<file path="src/rtl/raster_timer.sv">
module raster_timer #(
  parameter int BACK_PORCH    = 32,
  parameter int FRAME_LINE    = 42,
  parameter int RETRACE_LINES = 6
) (
  input  logic        clk,
  input  logic        rst_n,
  input  logic        dot_en,
  input  logic        wr_en,
  input  logic [1:0]  wr_sel,
  input  logic [31:0] wr_data,
  output logic [13:0] status,
  output logic [9:0]  line_no,
  output logic [9:0]  dot_no,
  output logic        field,
  output logic        frame_start,
  output logic        in_retrace
);
  localparam int CW = 10;
  localparam int XW = CW + 1;

  logic [CW-1:0] lines_m1, dots_m1, fporch_m1;
  logic [3:0]    vsync_n;
  logic [6:0]    hsync_u;
  logic          interlace;

  logic wr_total, eol, eof;
  logic [CW-1:0] next_line, new_lines_m1;

  assign wr_total     = wr_en && (wr_sel == 2'd0);
  assign new_lines_m1 = wr_data[16 +: CW];
  assign eol          = dot_en && (dot_no == dots_m1);
  assign eof          = eol && (line_no == lines_m1);
  assign next_line    = eof ? '0 : line_no + 1'b1;

  always_ff @(posedge clk) begin
    if (!rst_n) begin
      lines_m1  <= 10'h270;
      dots_m1   <= 10'h35F;
      vsync_n   <= 4'h5;
      hsync_u   <= 7'h3F;
      fporch_m1 <= '0;
      interlace <= 1'b0;
    end else if (wr_en) begin
      case (wr_sel)
        2'd0: begin
          lines_m1 <= wr_data[16 +: CW];
          dots_m1  <= wr_data[CW-1:0];
        end
        2'd1: begin
          vsync_n <= wr_data[11:8];
          hsync_u <= wr_data[6:0];
        end
        2'd2: interlace <= wr_data[4];
        default: fporch_m1 <= wr_data[CW-1:0];
      endcase
    end
  end

  always_ff @(posedge clk) begin
    if (!rst_n) begin
      dot_no      <= '0;
      line_no     <= '0;
      field       <= 1'b0;
      frame_start <= 1'b0;
    end else if (wr_total) begin
      dot_no      <= '0;
      line_no     <= (line_no > new_lines_m1) ? new_lines_m1 : line_no;
      frame_start <= 1'b0;
    end else begin
      frame_start <= eol && (next_line == CW'(FRAME_LINE));
      if (dot_en) begin
        if (eol) begin
          dot_no  <= '0;
          line_no <= next_line;
          if (eof && interlace) field <= ~field;
        end else begin
          dot_no <= dot_no + 1'b1;
        end
      end
    end
  end

  logic [XW-1:0] hs_dots, fp_dots, dots_total, dot_x, line_x;
  logic          par, below_vs, s11, s12, s13;

  assign hs_dots    = XW'({hsync_u, 1'b0}) + XW'(2);
  assign fp_dots    = XW'(fporch_m1) + XW'(1);
  assign dots_total = XW'(dots_m1) + XW'(1);
  assign dot_x      = XW'(dot_no);
  assign line_x     = XW'(line_no);
  assign par        = (line_no[0] == field);
  assign below_vs   = (line_x < XW'(vsync_n));

  always_comb begin
    s13 = !below_vs;
    if (par) begin
      s12 = (dot_x >= hs_dots);
      s11 = s13 && (dot_x >= fp_dots);
    end else begin
      s12 = 1'b1;
      s11 = s13 && ((dot_x + XW'(BACK_PORCH)) < dots_total);
    end
  end

  assign status     = {s13, s12, s11, field, line_no};
  assign in_retrace = ((line_x + XW'(RETRACE_LINES)) >= (XW'(lines_m1) + XW'(1)));
endmodule

</file>
<file path="config.mk">
export PLATFORM = sky130hd
export DESIGN_NAME = raster_timer
export DESIGN_NICKNAME = d
export VERILOG_FILES = /design/src/rtl/raster_timer.sv
export SDC_FILE = /design/constraint.sdc
export NUM_CORES = 1
export LEC_CHECK = 0
export ABC_AREA = 1
export ABC_CLOCK_PERIOD_IN_PS = 2900
export BUFFER_PORTS_ARGS = -buffer_cell sky130_fd_sc_hd__buf_4
export CAP_MARGIN = 20
export CELL_PAD_IN_SITES_DETAIL_PLACEMENT = 1
export CELL_PAD_IN_SITES_GLOBAL_PLACEMENT = 1
export CORE_AREA = 2 2 169 88
export CTS_CLUSTER_DIAMETER = 150
export DETAILED_ROUTE_END_ITERATION = 6
export DIE_AREA = 0 0 171 90
export PLACE_DENSITY_LB_ADDON = 0.1
export SYNTH_ARGS = -nofsm -noshare
export SYNTH_HDL_FRONTEND = slang
export SYNTH_SLANG_ARGS = --single-unit
</file>
<file path="constraint.sdc">
create_clock -name clk -period 2.9 [get_ports clk]
set_input_delay 0.29 -clock clk [delete_from_list [all_inputs] [get_ports clk]]
set_output_delay 0.29 -clock clk [all_outputs]
set_load 0.02 [all_outputs]
</file>
Word level (Yosys, flattened, before mapping). Index checks and enable logic that the tools add are counted.

Register bits after elaboration: 64.

Add/sub/neg operators: 8. Magnitude comparators: 6. Equality and inequality tests: 7. Multiplexer cells: 8. Bitwise gates (word level): 4. Reduce and logical (&&, ||, !) cells: 19.

Operator list (number): $mux W10 (6); $add A10 B1 Y11 const B (3); $add A10 B1 Y10 const B (2); $eq A10 B10 Y1 (2); $add A10 B3 Y11 const B (1); $add A10 B6 Y11 const B (1); $ge A10 B11 Y1 (1); $ge A11 B11 Y1 (1); $lt A11 B11 Y1 (1); $eq A10 B6 Y1 const B (1); $ge A10 B9 Y1 (1); $gt A10 B10 Y1 (1); $lt A10 B4 Y1 (1); $add A8 B2 Y9 const B (1); $reduce_and A2 Y1 (4); $logic_and A1 B1 Y1 (7); $not A1 Y1 (4); $reduce_and A4 Y1 (1); $reduce_bool A2 Y1 (2); $reduce_and A3 Y1 (1); $reduce_or A3 Y1 (1); $eq A2 B1 Y1 const B (1); $eq A2 B2 Y1 const B (1); $logic_not A2 Y1 (1); 5 further kinds (6).

Longest topological paths before layout. Gate-level depths: netlist of the first run.

Word-level depth: 7. Mapped depth: 16.

Least setup slack after synthesis of the first run. Ideal clock, no wire load.

Path type: register to output. Start: register line_no[3]. End: output in_retrace. Arrival: 2.104 ns. Setup slack: 0.506 ns. Cell stages (with the launch flop): 11. Cells stage by stage: dfxtp_1 > buf_2 > inv_1 > a21oi_1 > nand3_1 > xor2_1 > ha_1 > nand2_1 > nor4b_1 > nand2_1 > nand3_1.

Word-level cells in the longest chain between the ends: 2.

RTL lines: from (decl) (line 13) `output logic [9:0] line_no,`; from (signal assigned) (line 68) `line_no <= (line_no > new_lines_m1) ? new_lines_m1 : line_no;`; from (signal assigned) (line 75) `line_no <= next_line;`; $add A10 B3 Y11 (line 107) `assign in_retrace = ((line_x + XW'(RETRACE_LINES)) >= (XW'(lines_m1) + XW'(1)));`; $ge A11 B11 Y1 (line 107); to (decl) (line 17) `output logic in_retrace`.

No other way between the ends.

Worst setup path in the final report of the first run.
Start: register fporch_m1[0]. End: output status[11].

Word-level cells in the longest chain between the ends: 4.

RTL lines: from (decl) (line 22) `logic [CW-1:0] lines_m1, dots_m1, fporch_m1;`; from (signal assigned) (line 55) `default: fporch_m1 <= wr_data[CW-1:0];`; $add A10 B1 Y11 (line 88) `assign fp_dots = XW'(fporch_m1) + XW'(1);`; $ge A10 B11 Y1 (line 99) `s11 = s13 && (dot_x >= fp_dots);`; $logic_and A1 B1 Y1 (line 99); $mux W1 (line 97) `if (par) begin`; to (decl) (line 12) `output logic [13:0] status,`.

No other way between the ends.

==> flow_metrics.tcl, run 1 <==
set metrics [dict create \
    clk_path_buf_depth 2 \
    worst_pin_slew_ns 0.719 \
    chipHeight_um 90 \
    number_of_port_buffers 64 \
    place.gp.congestion 0.885 \
    starting_density_of_the_core_pct 39.0 \
    power_per_cell_area_mw_per_mm2 390 \
    synth_most_common_cell "sky130_fd_sc_hd__nand2_1" \
    tritoncts "built" \
    design.die.area_mm2 0.0154 \
    postRouteAntennaNets 0 \
    critical_path_required_time_ns 2.61 \
    root_buffer "sky130_fd_sc_hd__clkbuf_16" \
    reg2reg_from "line_no[6]$_SDFFE_PN0P_" \
    finClkSkew_ns 0.00919 \
    drtIter0Drc 399 \
    power.static_leakage_nw 3.21 \
    stdcell_area_mm2 0.00668 \
    max_cap_violations 0 \
    routing_usage_on_met2_pct 35.1 \
    cp_slowest_cell "sky130_fd_sc_hd__dfxtp_2" \
    wl_per_cell_um 19.3 \
    fin_crit_ns 2.85 \
    syn_nets 890 \
    final-instance-count-excl-fill 1063 \
    cts.sinks 64 \
    detailedRoute.firstPassIterationCount 4 \
    clk_pin_slew_ns 0.06 \
    critical_path.endpoint_type "output pin" \
    max-vdd-ir-drop_mv 0.264 \
    fin_util_pct 47.6 \
    detail_route.drc_violations 0 \
    rsz_0062_raised_after_global_routing "yes" \
    cts_inserted_buffers 9 \
    grt_start_max_net_pins 31 \
    netlist-cell-type-count 50 \
    ys_async_sr_fraction_pct 0 \
    synthTopCellsByArea "sky130_fd_sc_hd__dfxtp_1 (23%), sky130_fd_sc_hd__ha_1 (14%), sky130_fd_sc_hd__nand2_1 (12%)" \
    clkLatencyLatePin_ns 0.35 \
    yosys-top-cells-count "sky130_fd_sc_hd__nand2_1 (177), sky130_fd_sc_hd__inv_1 (90), sky130_fd_sc_hd__nor2_1 (70), sky130_fd_sc_hd__dfxtp_1 (64), sky130_fd_sc_hd__ha_1 (62)" \
    timing.fmax_mhz 350 \
    critical_path.most_common_cell "sky130_fd_sc_hd__nor2_1" \
    ys.flop_type "sky130_fd_sc_hd__dfxtp_1" \
    globalRoute.busiestLayer "met1" \
    min_delay_path_class "in -> reg" \
    worst-endpoint-arrival_ns 2.56 \
    detail_route.vias_per_cell 5.29 \
    routing_usage_on_met3_pct 6.47 \
    cts_htree_levels 3 \
    critical_path.cell_chain "ha_1 > nand3_1 > nor3_2 > xor2_1 > ha_1 > a21o_1 > nand3_1 > nand2_1 > nor2_1 > nand3_2 > nor2_1 > nor2_1 > buf_4" \
    design.final.nets 960 \
    hold_path.startpoint "wr_data[10]" \
    postSynthCellCount 790 \
    setup_viol_count_final 0 \
    critical_path.startpoint "fporch_m1[0]$_SDFFE_PN0P_" \
    fp.dieW_um 171 \
    outcome "finished, final reports clean" \
    critPathLaunchType "flop" \
    report.power.total_mw 2.60 \
    delay_of_the_slowest_cell_on_the_worst_path_ns 0.34 \
    synth.cell_area_mm2 0.00547 \
    globalRouteOverflowTotal 0 \
    count_of_final_max_slew_check_failures 0 \
    timing_worst_setup_path_type "reg -> out" \
    place_area_mm2 0.00614 \
    grt_util_all_layers_pct 26.7 \
    synth_seq_area_share_pct 23.4 \
    dpl.hpwl_um 16400 \
    n_antenna_cell 0 \
    synth_seq_cells 64 \
    max_slew_margin_pct 51.9 \
    crit_path_max_fanout 4 \
    total_number_of_yosys_warnings 0 \
    core_region_area_mm2 0.0140 \
    post-route-period-util_pct 98.4 \
    syn-mean-instance-area_um2 6.93 \
    first_global_vias 5548 \
    row_count 31 \
    grt_util_met1_pct 42.7 \
    top_level_ports 75 \
    dp_slack_ns 0.0408 \
    post_cts_hold_buffers 0 \
    vias 5620 \
    synth_largest_area_cell "sky130_fd_sc_hd__dfxtp_1" \
    worst-r2r-setup-slack_ns 0.59 \
    postRouteWirelength_um 20600 \
    setup_slack_ns 0.0457 \
    final_layout_size_suffix_gt1_share_pct 22.8 \
    dp.cells 1041 \
    antenna_found_initial 1 \
    grt_pass1_wl_um 31100 \
    final-hold-violation-count 0 \
    synth_top_area_share_pct 23.4 \
    synth_edf_count 0 \
    syn_to_final_growth_pct 22.1 \
]
flip-flops by register name (all words and copies together), names as in the netlist:
register / flops
dot_no: 10
dots_m1: 10
field: 1
fporch_m1: 10
frame_start: 1
hsync_u: 7
interlace: 1
line_no: 10
lines_m1: 10
vsync_n: 4
report_power, final:
group	internal, mW	switching, mW	total (mW)
sequential	0.910	0.0368	0.947
combinational	0.166	0.264	0.430
clock	0.753	0.475	1.23
total	1.83	0.776	2.60
final cells by class:
cell class,instances,area (um2)
clock buffer,9,225
clock inverter,7,96.3
fill,1819,7360
inverter,107,409
multi-input combinational,587,3710
sequential,64,1310
tap,198,248
timing repair buffer,91,683
path summary, 6_finish.rpt:
path	end	depth (start not counted)
worst max-delay path	status[11]	13
worst min register to register	vsync_n[3]$_SDFFE_PN0P_	2
worst min-delay path	vsync_n[2]$_SDFFE_PN1P_	3
worst max register to register	line_no[1]$_SDFFE_PN0P_	11
cells in the final DEF (no fill, tap or decap), drive strengths merged:
cell,instances
a211o,1
a21boi,1
a21o,2
a21oi,57
and2,1
buf,91
bufinv,2
clkbuf,9
clkinv,5
clkinvlp,3
dfxtp,64
ha,62
inv,104
nand2,183
nand3,56
nand3b,2
nand4,11
nor2,78
nor3,16
nor3b,3
nor4,5
nor4b,1
o2111ai,2
o211ai,12
o21a,3
o21ai,37
o21bai,1
o22ai,4
o31ai,1
or2,1
xnor2,10
xor2,37
metrics by stage:
| stage | setup TNS, ns | hold slack (ns) |
|---|---|---|
| final | 0 | 0.208 |
| after global placement | 0 | 0.442 |
| after detailed placement | 0 | 0.455 |
| after floorplan | 0 | 0.416 |
| after CTS | -0.0501 | 0.205 |
| after global routing | -0.161 | 0.217 |
cells by family after synthesis:
kind of cell	count (synthesis)	synth area share (%)
AND/OR/NAND/NOR	357	30.4
buffers and inverters	139	11.5
AO/OA/AOI/OAI	121	13.0
flip-flops	64	23.4
adder cells (fa/ha/maj)	62	14.2
XOR/XNOR	47	7.52
worst max-delay path: cells and delay by family (launching register included):
kind                       cells  cell delay [ns]
AOI/OAI and AO/OA              1             0.16
xor gates and xnor gates       1             0.18
adders and majority gates      2             0.52
buffers and inverters          1             0.15
DFF                            1             0.34
and+or+nand+nor                8             0.86
what timing repair did:
action                                  CTS  global route
endpoints found under the setup margin    2             2
buffers inserted                          1             5
hold endpoints to repair                  0             0
pin swaps                                 3            14
gates resized for setup                  11            37
routing by layer:
layer  routed length, um  part of all wire (%)  vias up
li1                    -                     -     2707
met1               11000                    53     2749
met2                7980                    39      152
met3                1490                   7.3       12
met4                 144                  0.70        0
met5                   0                     0        -
Power figures use the tool's default switching activity.
==> run 2: changes to the inputs <==
--- a/config.mk
+++ b/config.mk
@@ -8,14 +8,13 @@
 export ABC_AREA = 1
 export ABC_CLOCK_PERIOD_IN_PS = 2900
 export BUFFER_PORTS_ARGS = -buffer_cell sky130_fd_sc_hd__buf_4
-export CAP_MARGIN = 20
 export CELL_PAD_IN_SITES_DETAIL_PLACEMENT = 1
 export CELL_PAD_IN_SITES_GLOBAL_PLACEMENT = 1
-export CORE_AREA = 2 2 169 88
+export CORE_AREA = 5 5 172 91
 export CTS_CLUSTER_DIAMETER = 150
 export DETAILED_ROUTE_END_ITERATION = 6
-export DIE_AREA = 0 0 171 90
-export PLACE_DENSITY_LB_ADDON = 0.1
+export DIE_AREA = 0 0 177 96
+export PLACE_DENSITY = 0.83
 export SYNTH_ARGS = -nofsm -noshare
 export SYNTH_HDL_FRONTEND = slang
 export SYNTH_SLANG_ARGS = --single-unit
==> flow_metrics.tcl, run 2 (synthesis gave the netlist of run 1 again) <==
set metrics [dict create \
    antenna_found_initial 0 \
    core_region_area_mm2 0.0140 \
    multiInputGateArea_mm2 0.00367 \
    post_cts_hold_buffers 0 \
    wl_per_cell_um 19.2 \
    clk_path_buf_depth 2 \
    fin_crit_ns 2.86 \
    row_count 31 \
    critical_path.startpoint "fporch_m1[1]$_SDFFE_PN0P_" \
    power.internal_mw 1.98 \
    reg2reg_from "line_no[7]$_SDFFE_PN0P_" \
    worst-endpoint-arrival_ns 2.57 \
    first_global_vias 5424 \
    design.final.nets 952 \
    chipHeight_um 96 \
    detail_route.drc_violations 0 \
    clkLatencyLatePin_ns 0.33 \
    root_buffer "sky130_fd_sc_hd__clkbuf_16" \
    postRouteAntennaNets 0 \
    critical_path.cell_chain "ha_2 > nand3_1 > nor3_2 > xor2_1 > ha_1 > a21o_1 > nand3_1 > nand2_1 > nor2_1 > nand3_1 > nor2_1 > nor2_1 > buf_4" \
    final_layout_size_suffix_gt1_share_pct 20.9 \
    design.die.area_mm2 0.0170 \
    detail_route.vias_per_cell 5.30 \
    mostFrequentLayoutCell "sky130_fd_sc_hd__nand2_1" \
    power.static_leakage_nw 3.16 \
    cts_htree_levels 3 \
    grt_pass1_wl_um 30600 \
    final-hold-violation-count 0 \
    hold_ws_ns 0.173 \
    critical_path.endpoint_type "output pin" \
    finClkSkew_ns 0.00834 \
    post-route-period-util_pct 98.7 \
    sequentialPowerShare_pct 35.3 \
    critPathLaunchType "flop" \
    cts_inserted_buffers 9 \
    clock_power_share_pct 49.7 \
    grt_start_max_net_pins 28 \
    globalRouteOverflowTotal 0 \
    power.share.combinational_pct 15.0 \
    detailedRoute.firstPassIterationCount 5 \
    grt_util_all_layers_pct 23.4 \
    ff_latch_area_mm2 0.00130 \
    max_slew_margin_pct 51.5 \
    number_of_port_buffers 64 \
    fp.dieW_um 177 \
    clk_pin_slew_ns 0.06 \
    crit_path_max_fanout 4 \
    postRouteWirelength_um 20200 \
    drtIter0Drc 530 \
    max-vdd-ir-drop_mv 0.251 \
    hold_path.startpoint "wr_data[10]" \
    rsz_0062_raised_after_global_routing "yes" \
    timing.fmax_mhz 349 \
    n_fill_cell 1800 \
    setup_slack_ns 0.0386 \
    cts.sinks 64 \
    dpl.hpwl_um 15700 \
    dp.cells 1038 \
    min_delay_path_class "in -> reg" \
    power_switching_mw 0.719 \
    top_level_ports 75 \
    delay_of_the_slowest_cell_on_the_worst_path_ns 0.37 \
    swShare_pct 26.7 \
    power_per_cell_area_mw_per_mm2 408 \
    syn_to_final_growth_pct 20.9 \
    commonest_cells_after_routing_fill_and_taps_aside "sky130_fd_sc_hd__nand2_1 (177), sky130_fd_sc_hd__inv_1 (90), sky130_fd_sc_hd__buf_4 (83)" \
    cp_slowest_cell "sky130_fd_sc_hd__dfxtp_1" \
    n_antenna_cell 0 \
    vias 5590 \
    critical_path_required_time_ns 2.61 \
    max_cap_violations 0 \
    timing_worst_setup_path_type "reg -> out" \
    outcome "finished, final reports clean" \
    worst_pin_slew_ns 0.726 \
    final-instance-count-excl-fill 1055 \
    setup_viol_count_final 0 \
    starting_density_of_the_core_pct 39.0 \
    count_of_final_max_slew_check_failures 0 \
    tritoncts "built" \
    report.power.total_mw 2.70 \
    place.gp.congestion 0.947 \
    dp_slack_ns 0.274 \
]
## run 2: area by class of cell
cell class              instances  area share, %
repair buffers                 83           9.42
inverters                     107           6.19
clock inverters                 4           1.49
multi-input cells             587           55.5
well taps                     198           3.75
clock buffers                  12           4.03
flip-flops and latches         64           19.6
## run 2: metrics by stage
stage | utilization (%) | TNS (ns) | cell area [um2]
6_report | 47.1 | 0 | 6610
5_1_grt | 47.1 | -0.147 | 6610
4_1_cts | 46.3 | 0 | 6500
3_5_place_dp | 43.6 | 0 | 6120
3_3_place_gp | 43.6 | 0 | 6120
2_1_floorplan | - | 0 | 5470
## run 2: routing by layer
layer	global-route usage, %	routed length, um
met1	37.7	10600
met2	31.6	7650
met3	5.18	1880
met4	2.90	100
met5	0	0
## run 2: path summary, 6_finish.rpt
kind,slack [ns],endpoint,depth (start not counted)
worst max-delay path,0.04,status[11],13
worst min-delay path,0.17,vsync_n[2]$_SDFFE_PN1P_,3
worst max register to register,0.51,line_no[1]$_SDFFE_PN0P_,12
worst min register to register,0.47,vsync_n[1]$_SDFFE_PN0P_,2
## run 2: worst max-delay path, delay by kind of cell (launching register included)
family	cells	cell delay, ns
compound gates	1	0.17
xor+xnor	1	0.17
fa+ha+maj	2	0.52
buf+inv	1	0.15
flops	1	0.37
simple gates	8	0.84
## run 2: timing repair
action / in CTS / in global routing
pin swaps: 0 / 5
buffers inserted: 0 / 1
endpoints found under the setup margin: 1 / 2
resized for setup: 6 / 26
## run 2: power by group through the flow
stage / sequential [mW] / clock, mW / combinational, mW
floorplan: 0.957 / 0 / 0.253
finish: 0.952 / 1.34 / 0.404
global route: 0.954 / 1.38 / 0.448
detailed placement: 0.966 / 0 / 0.384
global placement: 0.965 / 0 / 0.368
CTS: 0.948 / 1.34 / 0.389
==> run 3: changes to the inputs <==
--- a/config.mk
+++ b/config.mk
@@ -6,7 +6,7 @@
 export NUM_CORES = 1
 export LEC_CHECK = 0
 export ABC_AREA = 1
-export ABC_CLOCK_PERIOD_IN_PS = 2900
+export ABC_CLOCK_PERIOD_IN_PS = 3600
 export BUFFER_PORTS_ARGS = -buffer_cell sky130_fd_sc_hd__buf_4
 export CELL_PAD_IN_SITES_DETAIL_PLACEMENT = 1
 export CELL_PAD_IN_SITES_GLOBAL_PLACEMENT = 1
==> constraint.sdc (replaced) <==
create_clock -name clk -period 3.6 [get_ports clk]
set_input_delay 0.36 -clock clk [delete_from_list [all_inputs] [get_ports clk]]
set_output_delay 0.36 -clock clk [all_outputs]
set_load 0.02 [all_outputs]
==> flow_metrics.tcl, run 3 (synthesis gave the netlist of run 1 again) <==
set metrics [dict create \
    final-hold-violation-count 0 \
    min_delay_path_class "in -> reg" \
    drtIter0Drc 489 \
    setup_slack_ns 0.406 \
    cts_post_setup_buffers_inserted 0 \
    vias 5522 \
    globalRoute.busiestLayer "met1" \
    wl_per_cell_um 18.7 \
    core_region_area_mm2 0.0140 \
    multiInputGateArea_mm2 0.00356 \
    hold_depth 3 \
    mostFrequentLayoutCell "sky130_fd_sc_hd__nand2_1" \
    n_antenna_cell 0 \
    power_per_cell_area_mw_per_mm2 323 \
    grt_util_all_layers_pct 23.3 \
    max-vdd-ir-drop_mv 0.229 \
    count_of_final_max_slew_check_failures 0 \
    final_layout_size_suffix_gt1_share_pct 16.6 \
    syn_to_final_growth_pct 16.5 \
    root_buffer "sky130_fd_sc_hd__clkbuf_16" \
    grt_pass1_wl_um 30600 \
    worst-endpoint-arrival_ns 2.83 \
    critical_path.most_common_cell "sky130_fd_sc_hd__nand2_1" \
    critical_path.endpoint_type "output pin" \
    worst_pin_slew_ns 0.838 \
    dp_slack_ns 0.791 \
    cp_slowest_cell "sky130_fd_sc_hd__dfxtp_1" \
    setup_viol_count_final 0 \
    power.static_leakage_nw 3.07 \
    postRouteAntennaNets 0 \
    dp.cells 1029 \
    commonest_cells_after_routing_fill_and_taps_aside "sky130_fd_sc_hd__nand2_1 (177), sky130_fd_sc_hd__inv_1 (90), sky130_fd_sc_hd__buf_4 (73)" \
    timing_worst_setup_path_type "reg -> out" \
    whs_endpoint "vsync_n[2]$_SDFFE_PN1P_" \
    clk_pin_slew_ns 0.06 \
    clkLatencyLatePin_ns 0.34 \
    final-instance-count-excl-fill 1045 \
    max_slew_margin_pct 43.8 \
    routing_usage_on_met3_pct 7.30 \
    top_level_ports 75 \
    crit_path_max_fanout 5 \
    first_global_vias 5479 \
    path_buf_inv 1 \
    grt_start_max_net_pins 49 \
    place.gp.congestion 0.964 \
    tritoncts "built" \
    ff_latch_area_mm2 0.00128 \
    post-route-period-util_pct 88.7 \
    fp.dieW_um 177 \
    outcome "finished, final reports clean" \
    cts.sinks 64 \
    routing_usage_on_met2_pct 30.7 \
    finClkSkew_ns 0.0110 \
    worst-r2r-setup-slack_ns 1.26 \
    clk_path_buf_depth 2 \
    fin_crit_ns 3.19 \
    rr_endpoint "line_no[1]$_SDFFE_PN0P_" \
    worst-r2r-cell-count 9 \
    max_cap_violations 0 \
    detail_route.vias_per_cell 5.28 \
    cts_inserted_buffers 9 \
    critPathLaunchType "flop" \
    antenna_found_initial 0 \
    rsz_0062_raised_after_global_routing "no" \
    dpl.hpwl_um 15300 \
    starting_density_of_the_core_pct 39.0 \
    grt_util_met1_pct 36.6 \
    row_count 31 \
    globalRouteOverflowTotal 0 \
    hold_path.startpoint "wr_data[10]" \
    critical_path.cell_chain "ha_1 > nand3_1 > nor2_1 > nand2_1 > nor2_1 > nand2_1 > xor2_1 > ha_1 > a21oi_1 > o21a_1 > nand3_1 > nand2_1 > nand2_1 > nor2_1 > buf_4" \
    reg2reg_from "line_no[0]$_SDFFE_PN0P_" \
    worst_path_dominant_cell_family "simple AND/OR/NAND/NOR gates" \
    design.final.nets 942 \
    cts_htree_levels 3 \
    critical_path_required_time_ns 3.24 \
    detail_route.drc_violations 0 \
    cts_resized 0 \
    n_fill_cell 1823 \
    number_of_port_buffers 64 \
    detailedRoute.firstPassIterationCount 5 \
    timing.fmax_mhz 313 \
    postRouteWirelength_um 19600 \
    delay_of_the_slowest_cell_on_the_worst_path_ns 0.43 \
    chipHeight_um 96 \
    setup-tns-final_ns 0 \
    post_cts_hold_buffers 0 \
    design.die.area_mm2 0.0170 \
]
==> run 3: cell types whose count changed in the layout (fill, tap and decap cells not counted), moves of 3 or more <==
| cell | before | now |
|---|---|---|
| sky130_fd_sc_hd__dfxtp_2 | 7 | 0 |
| sky130_fd_sc_hd__nor2_2 | 5 | 1 |
| sky130_fd_sc_hd__buf_4 | 83 | 73 |
| sky130_fd_sc_hd__nor3_1 | 8 | 14 |
| sky130_fd_sc_hd__nor3_2 | 7 | 1 |
| sky130_fd_sc_hd__nor2_1 | 66 | 70 |
| sky130_fd_sc_hd__clkbuf_8 | 3 | 0 |
| sky130_fd_sc_hd__ha_1 | 59 | 62 |
| sky130_fd_sc_hd__inv_6 | 0 | 3 |
| sky130_fd_sc_hd__dfxtp_1 | 55 | 64 |
==> run 3: layout make-up <==
cell class,count,area share [%]
multi-input combinational,587,55.9
sequential,64,20.1
timing repair buffer,73,8.59
inverter,107,6.42
tap,198,3.89
clock buffer,9,3.53
clock inverter,7,1.59
==> run 3: how the worst max path moves through the flow <==
stage | from | to | cells past startpoint
after floorplan | line_no[3]$_SDFFE_PN0P_ | in_retrace | 10
after global placement | dots_m1[0]$_SDFFE_PN1P_ | status[11] | 15
after detailed placement | dots_m1[0]$_SDFFE_PN1P_ | status[11] | 15
after CTS | dots_m1[0]$_SDFFE_PN1P_ | status[11] | 15
after global routing | dot_no[6]$_SDFFE_PP0P_ | status[11] | 12
final | dots_m1[0]$_SDFFE_PN1P_ | status[11] | 15
==> run 3: layer usage <==
metal	routed length [um]	share of wire, %	vias up
li1	-	-	2679
met1	10000	51	2596
met2	7100	36	238
met3	2350	12	9
met4	81	0.41	0
met5	0	0	-
==> run 3: worst reg2reg max path, stage by stage (launching register included) <==
cell                      delay, ns
sky130_fd_sc_hd__dfxtp_1       0.55
sky130_fd_sc_hd__inv_1         0.27
sky130_fd_sc_hd__ha_1          0.34
sky130_fd_sc_hd__nand2_1       0.05
sky130_fd_sc_hd__o21ai_1       0.12
sky130_fd_sc_hd__inv_1         0.06
sky130_fd_sc_hd__nand2_2       0.32
sky130_fd_sc_hd__nand2_2       0.20
sky130_fd_sc_hd__o21ai_0       0.23
sky130_fd_sc_hd__nor2_1        0.07
==> run 3: per-stage QoR <==
stage / instance area [um2] / util, % / hold WS (ns) / power [mW]
floorplan: 5470 / - / 0.429 / 0.975
global placement: 6050 / 43.1 / 0.445 / 1.07
detailed placement: 6050 / 43.1 / 0.460 / 1.08
CTS: 6380 / 45.4 / 0.238 / 2.07
global route: 6380 / 45.4 / 0.246 / 2.14
finish: 6380 / 45.4 / 0.243 / 2.06
==> run 3: power by group <==
group / total [mW] / internal [mW] / switching [mW]
clock: 0.986 / 0.614 / 0.372
combinational: 0.307 / 0.116 / 0.191
sequential: 0.767 / 0.733 / 0.0332
